===== config.mk =====
export PLATFORM = sky130hd
export DESIGN_NAME = exc_seq
export DESIGN_NICKNAME = d
export VERILOG_FILES = /design/src/rtl/exc_pkg.sv /design/src/rtl/exc_vec_track.sv /design/src/rtl/exc_req_reg.sv /design/src/rtl/exc_ctx_cap.sv /design/src/rtl/exc_seq.sv
export SDC_FILE = /design/constraint.sdc
export NUM_CORES = 1
export LEC_CHECK = 0
export BUFFER_PORTS_ARGS = -buffer_cell sky130_fd_sc_hd__buf_2
export CORE_UTILIZATION = 30
export CTS_CLUSTER_SIZE = 25
export DETAILED_ROUTE_END_ITERATION = 12
export PLACE_DENSITY = 0.5
export RECOVER_POWER = 25
export SLEW_MARGIN = 30
export SYNTH_ARGS = -nofsm -noshare
export SYNTH_HDL_FRONTEND = slang
export SYNTH_SLANG_ARGS = --single-unit

===== constraint.sdc =====
create_clock -name clk -period 8.2 [get_ports clk]
set_input_delay 1.64 -clock clk [delete_from_list [all_inputs] [get_ports clk]]
set_output_delay 1.64 -clock clk [all_outputs]
set_load 0.005 [all_outputs]

===== src/rtl/exc_pkg.sv =====
package exc_pkg;
  // Architectural frame: eight words, 4 bytes each.
  localparam int FRAME_WORDS = 8;
  localparam int WORD_BYTES  = 4;
  localparam int FRAME_BYTES = FRAME_WORDS * WORD_BYTES;
  localparam int IDX_W       = $clog2(FRAME_WORDS);
  localparam int CNT_W       = IDX_W + 1;

  typedef enum logic [1:0] {
    ST_IDLE  = 2'd0,
    ST_ENTRY = 2'd1,
    ST_POP   = 2'd2
  } seq_state_e;
endpackage


===== src/rtl/exc_vec_track.sv =====
// Tracks which vector must be fetched and whether the fetched one is still current.
module exc_vec_track #(
  parameter int          NUM_W    = 5,
  parameter int          AW       = 32,
  parameter int          DW       = 32,
  parameter logic [AW-1:0] VEC_BASE = '0
) (
  input  logic             clk,
  input  logic             rst_n,
  input  logic             start,
  input  logic [NUM_W-1:0] start_num,
  input  logic             redir,
  input  logic [NUM_W-1:0] redir_num,
  input  logic             issue,
  input  logic             rsp,
  input  logic [DW-1:0]    rsp_data,
  output logic             need,
  output logic             ok,
  output logic [AW-1:0]    vaddr,
  output logic [DW-1:0]    haddr
);
  logic [NUM_W-1:0] num_q;

  assign vaddr = VEC_BASE + AW'({num_q, 2'b00});

  always_ff @(posedge clk) begin
    if (!rst_n) begin
      num_q <= '0;
      need  <= 1'b0;
      ok    <= 1'b0;
      haddr <= '0;
    end else if (start || redir) begin
      num_q <= start ? start_num : redir_num;
      need  <= 1'b1;
      ok    <= 1'b0;
    end else begin
      if (issue) need <= 1'b0;
      // A response that arrives while a refetch is pending belongs to a stale read.
      if (rsp && !need) begin
        ok    <= 1'b1;
        haddr <= rsp_data;
      end
    end
  end
endmodule


===== src/rtl/exc_req_reg.sv =====
// Output request register: holds a request stable until the memory accepts it.
module exc_req_reg #(
  parameter int AW = 32,
  parameter int DW = 32
) (
  input  logic          clk,
  input  logic          rst_n,
  input  logic          ld,
  input  logic          ld_we,
  input  logic [AW-1:0] ld_addr,
  input  logic [DW-1:0] ld_data,
  input  logic          ready,
  output logic          load_ok,
  output logic          valid,
  output logic          we,
  output logic [AW-1:0] addr,
  output logic [DW-1:0] data
);
  assign load_ok = !valid || ready;

  always_ff @(posedge clk) begin
    if (!rst_n) begin
      valid <= 1'b0;
      we    <= 1'b0;
      addr  <= '0;
      data  <= '0;
    end else if (load_ok) begin
      valid <= ld;
      if (ld) begin
        we   <= ld_we;
        addr <= ld_addr;
        data <= ld_data;
      end
    end
  end
endmodule


===== src/rtl/exc_ctx_cap.sv =====
// Collects popped frame words into the restore bundle.
module exc_ctx_cap #(
  parameter int DW = 32,
  parameter int N  = 8,
  localparam int IW = $clog2(N)
) (
  input  logic          clk,
  input  logic          rst_n,
  input  logic          wr_en,
  input  logic [IW-1:0] wr_idx,
  input  logic [DW-1:0] wr_data,
  output logic [N*DW-1:0] ctx
);
  for (genvar g = 0; g < N; g++) begin : g_word
    logic [DW-1:0] w_q;
    always_ff @(posedge clk) begin
      if (!rst_n)                          w_q <= '0;
      else if (wr_en && wr_idx == IW'(g))  w_q <= wr_data;
    end
    assign ctx[g*DW +: DW] = w_q;
  end
endmodule


===== src/rtl/exc_seq.sv =====
module exc_seq
  import exc_pkg::*;
#(
  parameter int            NUM_W    = 5,
  parameter int            AW       = 32,
  parameter int            DW       = 32,
  parameter logic [AW-1:0] VEC_BASE = '0
) (
  input  logic                      clk,
  input  logic                      rst_n,
  input  logic                      take_valid,
  output logic                      take_ready,
  input  logic [NUM_W-1:0]          take_num,
  input  logic [FRAME_WORDS*DW-1:0] ctx_in,
  input  logic [AW-1:0]             sp_in,
  input  logic                      late_valid,
  input  logic [NUM_W-1:0]          late_num,
  input  logic                      ret_valid,
  output logic                      ret_ready,
  input  logic                      ret_tail,
  input  logic [NUM_W-1:0]          ret_num,
  output logic                      busy,
  output logic                      hdl_valid,
  output logic [DW-1:0]             hdl_addr,
  output logic                      ctx_valid,
  output logic [FRAME_WORDS*DW-1:0] ctx_out,
  output logic                      sp_upd,
  output logic [AW-1:0]             sp_out,
  output logic                      mem_req_valid,
  input  logic                      mem_req_ready,
  output logic                      mem_we,
  output logic [AW-1:0]             mem_addr,
  output logic [DW-1:0]             mem_wdata,
  input  logic                      mem_rsp_valid,
  input  logic [DW-1:0]             mem_rsp_data
);
  localparam logic [CNT_W-1:0] FULL = CNT_W'(FRAME_WORDS);

  seq_state_e       state_q;
  logic [AW-1:0]    frame_base_q;
  logic [DW-1:0]    snap_q [FRAME_WORDS];
  logic [CNT_W-1:0] push_cnt_q, pop_iss_q, pop_rcv_q;
  logic             rd_out_q;
  logic             hdl_valid_q, ctx_valid_q, sp_upd_q;
  logic [AW-1:0]    sp_out_q;

  logic             idle, take_fire, ret_fire, start_entry, redir;
  logic [NUM_W-1:0] start_num;
  logic             vec_need, vec_ok;
  logic [AW-1:0]    vec_addr;
  logic             load_ok, ld_vec, ld_push, ld_pop, ld_any, ld_rd;
  logic             ld_we;
  logic [AW-1:0]    ld_addr;
  logic [DW-1:0]    ld_data;
  logic             done_entry, pop_rsp;

  assign idle        = (state_q == ST_IDLE);
  assign take_ready  = idle;
  assign ret_ready   = idle && !take_valid;
  assign take_fire   = take_valid && take_ready;
  assign ret_fire    = ret_valid && ret_ready;
  assign start_entry = take_fire || (ret_fire && ret_tail);
  assign start_num   = take_fire ? take_num : ret_num;
  assign redir       = late_valid && (state_q == ST_ENTRY);
  assign busy        = (state_q == ST_ENTRY);

  exc_vec_track #(.NUM_W(NUM_W), .AW(AW), .DW(DW), .VEC_BASE(VEC_BASE)) u_vec (
    .clk(clk), .rst_n(rst_n),
    .start(start_entry), .start_num(start_num),
    .redir(redir), .redir_num(late_num),
    .issue(ld_vec),
    .rsp(mem_rsp_valid && state_q == ST_ENTRY), .rsp_data(mem_rsp_data),
    .need(vec_need), .ok(vec_ok), .vaddr(vec_addr), .haddr(hdl_addr)
  );

  // Request selection: vector read first, pushes fill the gaps while it is in flight.
  always_comb begin
    ld_vec  = (state_q == ST_ENTRY) && load_ok && vec_need && !rd_out_q;
    ld_push = (state_q == ST_ENTRY) && load_ok && !ld_vec && (push_cnt_q < FULL);
    ld_pop  = (state_q == ST_POP) && load_ok && !rd_out_q && (pop_iss_q < FULL);
    ld_any  = ld_vec || ld_push || ld_pop;
    ld_rd   = ld_vec || ld_pop;
    ld_we   = ld_push;
    ld_data = snap_q[push_cnt_q[IDX_W-1:0]];
    if (ld_vec)       ld_addr = vec_addr;
    else if (ld_push) ld_addr = frame_base_q + AW'({push_cnt_q, 2'b00});
    else              ld_addr = frame_base_q + AW'({pop_iss_q, 2'b00});
  end

  exc_req_reg #(.AW(AW), .DW(DW)) u_req (
    .clk(clk), .rst_n(rst_n),
    .ld(ld_any), .ld_we(ld_we), .ld_addr(ld_addr), .ld_data(ld_data),
    .ready(mem_req_ready), .load_ok(load_ok),
    .valid(mem_req_valid), .we(mem_we), .addr(mem_addr), .data(mem_wdata)
  );

  assign pop_rsp    = mem_rsp_valid && (state_q == ST_POP);
  assign done_entry = (state_q == ST_ENTRY) && (push_cnt_q == FULL) && vec_ok &&
                      !vec_need && !mem_req_valid && !late_valid;

  exc_ctx_cap #(.DW(DW), .N(FRAME_WORDS)) u_cap (
    .clk(clk), .rst_n(rst_n),
    .wr_en(pop_rsp), .wr_idx(pop_rcv_q[IDX_W-1:0]), .wr_data(mem_rsp_data),
    .ctx(ctx_out)
  );

  always_ff @(posedge clk) begin
    if (!rst_n) begin
      state_q      <= ST_IDLE;
      frame_base_q <= '0;
      push_cnt_q   <= '0;
      pop_iss_q    <= '0;
      pop_rcv_q    <= '0;
      rd_out_q     <= 1'b0;
      hdl_valid_q  <= 1'b0;
      ctx_valid_q  <= 1'b0;
      sp_upd_q     <= 1'b0;
      sp_out_q     <= '0;
      for (int k = 0; k < FRAME_WORDS; k++) snap_q[k] <= '0;
    end else begin
      hdl_valid_q <= 1'b0;
      ctx_valid_q <= 1'b0;
      sp_upd_q    <= 1'b0;
      if (ld_rd)              rd_out_q <= 1'b1;
      else if (mem_rsp_valid) rd_out_q <= 1'b0;
      unique case (state_q)
        ST_IDLE: begin
          if (take_fire) begin
            frame_base_q <= sp_in - AW'(FRAME_BYTES);
            sp_out_q     <= sp_in - AW'(FRAME_BYTES);
            sp_upd_q     <= 1'b1;
            push_cnt_q   <= '0;
            for (int k = 0; k < FRAME_WORDS; k++) snap_q[k] <= ctx_in[k*DW +: DW];
            state_q      <= ST_ENTRY;
          end else if (ret_fire && ret_tail) begin
            push_cnt_q <= FULL;
            state_q    <= ST_ENTRY;
          end else if (ret_fire) begin
            frame_base_q <= sp_in;
            pop_iss_q    <= '0;
            pop_rcv_q    <= '0;
            state_q      <= ST_POP;
          end
        end
        ST_ENTRY: begin
          if (ld_push) push_cnt_q <= push_cnt_q + 1'b1;
          if (done_entry) begin
            hdl_valid_q <= 1'b1;
            state_q     <= ST_IDLE;
          end
        end
        ST_POP: begin
          if (ld_pop)  pop_iss_q <= pop_iss_q + 1'b1;
          if (pop_rsp) pop_rcv_q <= pop_rcv_q + 1'b1;
          if (pop_rcv_q == FULL) begin
            ctx_valid_q <= 1'b1;
            sp_out_q    <= frame_base_q + AW'(FRAME_BYTES);
            sp_upd_q    <= 1'b1;
            state_q     <= ST_IDLE;
          end
        end
        default: state_q <= ST_IDLE;
      endcase
    end
  end

  assign hdl_valid = hdl_valid_q;
  assign ctx_valid = ctx_valid_q;
  assign sp_upd    = sp_upd_q;
  assign sp_out    = sp_out_q;
endmodule


# Word level (Yosys, flattened, before mapping)
# Memories as Yosys holds them, arrays and structs flattened. A register that Yosys moved wholly into a read port is not among the register bits.
# Index checks and enable logic that the tools add are counted.
# totals
ff_bits,411
ramBits,256
in_bits,343
out_inout_bits,392
wordCells,175
mem_count,1
# mem_list
name,words,word_bits,rd,rd_clocked_by_memory_dff,wr,line_no,source
snap_q,8,32,1,1,8,exc_seq.sv:41,logic [DW-1:0] snap_q [FRAME_WORDS];
# classes
add_sub_neg,7
magnitude_cmp,2
eq_ne,23
n_mux,47
bitwise_logic,10
n_reduce_logical,60
# op_table
operator,count
$mux W32,15
$add A32 B6 Y32,2
$pmux W32 S2,1
$add A32 B6 Y32 const B,1
$mux W4,8
$sub A32 B6 Y32 const B,1
$logic_and A1 B1 Y1,29
$pmux W4 S2,3
$add A4 B1 Y4 const B,3
$eq A3 B3 Y1 const B,4
$ne A2 B1 Y1 const B,6
$reduce_and A3 Y1,4
$mux W1,11
$mux W2,5
$mux W5,2
$reduce_and A5 Y1,2
$reduce_bool A2 Y1,5
$eq A4 B4 Y1 const B,2
$lt A4 B4 Y1 const B,2
$ne A2 B2 Y1 const B,4
$or A1 B1 Y1,8
$reduce_and A2 Y1,4
$logic_not A1 Y1,7
$eq A3 B2 Y1 const B,2
other kinds (12),18

# Depth between registers and ports, before layout
# logic_depth
word_depth,11
ltp_mapped,14
depth_no_buf,14

# Modules after synthesis
# Synthesis repeated with hierarchy kept, for this count alone.
# unflattened
cells_unflattened,2819
hier_area_um2,30908.4
# modules_own_cells
module,instances,cells_each,area_per_inst_um2,seq_area_each_um2
exc_seq,1,1464,17241.5,9389.0
exc_ctx_cap,1,871,9208.8,5124.9
exc_req_reg,1,287,2636.3,1321.3
exc_vec_track,1,197,1821.7,780.7

# Least setup slack after synthesis
# Ideal clock, no wire load.
# synth_timing
path_type,input port to flip-flop
start,in take_valid
end,"mem snap_q[0][0], enable pin"
setup_ns,1.956
arrival_ns,6.477
required_time_ns,6.244
slack_ns,-0.233
stages,4
n_path_buf,2
path_cell_list,nand2_1 > clkbuf_1 > clkbuf_1 > nand2_1
# synth_rtl
element,line_no,source
"start, declared",exc_seq.sv:11,"input logic take_valid,"
"end, declared",exc_seq.sv:41,

==> qor.yml <==
worst_hold_path:
  hold_path_class: "reg2reg"
  worstHoldEndpoint: "u_cap.g_word[1].w_q[18]"
  hold_path_startpoint: "u_cap.g_word[1].w_q[18]"
  worstHoldPathCells: 2
run:
  drv_cap: 2
clock_tree:
  clk_latency_ns: 0.66
  cts_setup_buffers: 0
  cts_max_level: 3
  cts_hold_buffers: 0
  clkTransAtPathRegs_ns: 0.06
  cts_resized: 0
  cts_buffers: 79
  cts_tree: "built"
  cts-root-to-sink-buffers: 3
  clock_tree.root_cell: "clkbuf_16"
  cts_sinks: 699
critical_path:
  cp-start-kind: "input port"
  worstSetupPathType: "in2reg"
  critical_path.max_stage_delay_ns: 1.98
  r2r_start: "state_q[0]"
  critPathArrivalTime_ns: 5.67
  regToRegSetupSlack_ns: 3.90
  cp-end-kind: "flop"
  r2r_cells: 12
  crit_required_ns: 8.43
  r2r_end: "u_req.addr[31]"
  crit_fanout: 153
  cpMaxStageDelayCell: "clkbuf_1"
  cp_cell_sequence: "clkbuf_1 > nand2_8 > buf_12"
run_status:
  status: "finished with violations"
  violations: "max-capacitance violations, max-slew violations"
global_routing:
  grt_use_met2_pct: 33.7
  gr-total-overflow: 0
  antenna_found_initial: 31
  met3_usage_pct: 5.41
  grt_busiest_layer: "met2"
  grt_usage_pct: 21.2
  grt_pass1_wl_mm: 156
  grt_pass1_vias: 23174
  grt_max_degree: 216
  gr-usage-met1_pct: 27.5
finish:
  drive_gt1_share_pct: 26.7
  nFillCells: 9807
  nets: 3932
  area_delta_synth_final_pct: 25.2
  fin_util_pct: 38.1
synthesis:
  netlist_top_cells_area: "dfxtp_1, edfxtp_1, nand2_1"
  ys.flop_type: "dfxtp_1"
  synthesis.area_mm2: 0.0290
  synth_edf_count: 256
  yosys.area.top_type_share_pct: 30.5
  yosys_warnings: 0
  ys_types: 63
  synthArstFlopShare_pct: 0
  ys_ff_latch: 699
  syn_avg_cell_area_um2: 9.69
  synthCells: 2997
  synth_top_area_cell: "dfxtp_1"
  synth-seq-area-share_pct: 57.0
  syn_nets: 3356
route:
  vias: 24266
  drt-pass1-iter-count: 5
  ant_nets: 0
  drt_iter0_drc: 1948
  drc_errors: 0
  viasPerCell: 4.94
  drt-total-wl_mm: 107
  wl_per_cell_um: 21.8
sta:
  maxSlewHeadroom_pct: -91.1
  drv_slew: 102
  min_period_ns: 5.44
  skew_ns: 0.0369
  fin_setup_tns_ns: 0
  rsz0062_at_grt: "false"
  worst_slack_ns: 2.76
  fmaxAchievable_mhz: 184
  tightestPinTransition_ns: 2.87
  timing_hold_violations_final: 0
  fin_crit_sh_pct: 66.3
  hold_slack_ns: 0.449
  setup_viol: 0
placed_design:
  io_buffer_count: 734
  place_ws_ns: 3.18
  dp_hpwl_mm: 74.3
  routabilityCongestion: 0.817
power_and_ir_drop:
  worst_ir_drop_vdd_uv: 145
  p_sw_mw: 2.14
  p_total_mw: 8.38
  powerDensity_mw_per_mm2: 230
  intPower_mw: 6.23
  p_leak_nw: 14.9
  p_clk_share_pct: 43.2
  p_comb_share_pct: 9.7
  seq_power_share_pct: 47.0
  swShare_pct: 25.6
floorplan:
  fp-row-count: 113
  core_mm2: 0.0954
  fp.dieH_um: 313
  fp.dieW_um: 313
  io_pins: 735
  die_area_mm2: 0.0980
  initial_core_util_pct: 30.4
synthesized netlist by cell type, types with 17 or more instances:
master,number
a21oi_1,338
a311oi_1,47
and2_1,71
and3_1,208
clkbuf_1,260
dfxtp_1,443
edfxtp_1,256
inv_1,17
mux4_2,64
nand2_1,778
nand3_1,34
nor2_1,126
nor3_1,30
o21ai_0,55
xnor2_1,42
xor2_1,35
metrics by stage:
step | cell area (µm²) | cells
final | 36400 | 4917
after global routing | 36400 | 4916
after CTS | 36300 | 4902
after detailed placement | 33600 | 4755
after global placement | 33600 | 4754
after floorplan | 29000 | 2997
state kept, by name (all words and copies together) (netlist names):
| signal | cells |
|---|---|
| pop_rcv_q | 4 |
| u_vec.ok | 1 |
| rd_out_q | 1 |
| u_vec.haddr | 32 |
| u_req.addr | 32 |
| u_req.data | 32 |
| u_cap.g_word.w_q | 256 |
| u_req.we | 1 |
| u_vec.need | 1 |
| u_req.valid | 1 |
| snap_q | 256 |
| state_q | 2 |
| hdl_valid | 1 |
| u_vec.num_q | 5 |
| frame_base_q | 32 |
| ctx_valid | 1 |
| pop_iss_q | 4 |
| push_cnt_q | 4 |
| sp_out | 32 |
| sp_upd | 1 |
critical path: cells and delay by family:
kind | cells | cell delay [ns]
AND/OR/NAND/NOR | 1 | 1.14
buffers and inverters | 2 | 2.58
worst max-delay path by stage:
stage	startpoint	cells after the start	end	slack, ns
5_1_grt	rst_n	3	snap_q[1][15]	2.50
2_1_floorplan	take_valid	4	snap_q[0][0]	2.38
3_5_place_dp	mem_req_ready	12	u_req.addr[31]	3.18
3_3_place_gp	mem_req_ready	12	u_req.addr[31]	2.92
4_1_cts	mem_req_ready	12	u_req.addr[31]	3.87
6_report	rst_n	3	snap_q[1][15]	2.76
logic make-up after synthesis:
| kind of cell | Yosys count | synth area share, % |
|---|---|---|
| AOI/OAI and AO/OA | 518 | 10.3 |
| xor gates and xnor gates | 77 | 2.32 |
| adders and majority gates | 16 | 0.715 |
| buffers and inverters | 292 | 3.82 |
| DFF | 699 | 57.0 |
| muxes | 73 | 5.29 |
| and+or+nand+nor | 1322 | 20.5 |
cell usage in the layout (no fill, tap or decap), types with 14 or more instances in the layout:
cell       synthesis  final
clkbuf_1         260     28
clkbuf_16          0     80
xor2_1            35     35
mux4_2            64     64
inv_1             17     17
nor3_1            30     28
nor2_1           126    125
nand2_1          778    776
or3_1             15     15
buf_2              4    726
and2_0             0     27
ha_1              15     15
nor4_1            16     16
a21oi_1          338    336
o21ai_0           55     55
a311oi_1          47     47
a22oi_1           14     14
and2_1            71     44
edfxtp_1         256    256
buf_4              0     28
nand3_1           34     33
xnor2_1           42     42
and3_1           208    208
dfxtp_1          443    440
power by group through the flow:
stage	clock network, mW	logic (mW)	registers (mW)
3_5_place_dp	0	0.816	4.01
5_1_grt	3.84	0.889	3.96
3_3_place_gp	0	0.814	4.01
4_1_cts	3.70	0.818	3.94
6_report	3.62	0.815	3.94
2_1_floorplan	0	0.482	3.97
metal layers:
metal | vias to the layer above | share of wire [%]
li1 | 11557 | -
met1 | 11550 | 43
met2 | 935 | 46
met5 | - | 0.16
met4 | 28 | 3.4
met3 | 196 | 7.3
final cells by class:
type | instances | area (µm²) | area share (%)
Clock buffer | 112 | 2250 | 6.19
Timing Repair Buffer | 769 | 4010 | 11.0
Inverter | 18 | 75.1 | 0.206
Multi-Input combinational cell | 2006 | 11400 | 31.5
Sequential cell | 699 | 16600 | 45.6
Clock inverter | 35 | 404 | 1.11
Tap cell | 1265 | 1580 | 4.35
Antenna cell | 13 | 32.5 | 0.0895
Power figures use the tool's default switching activity.
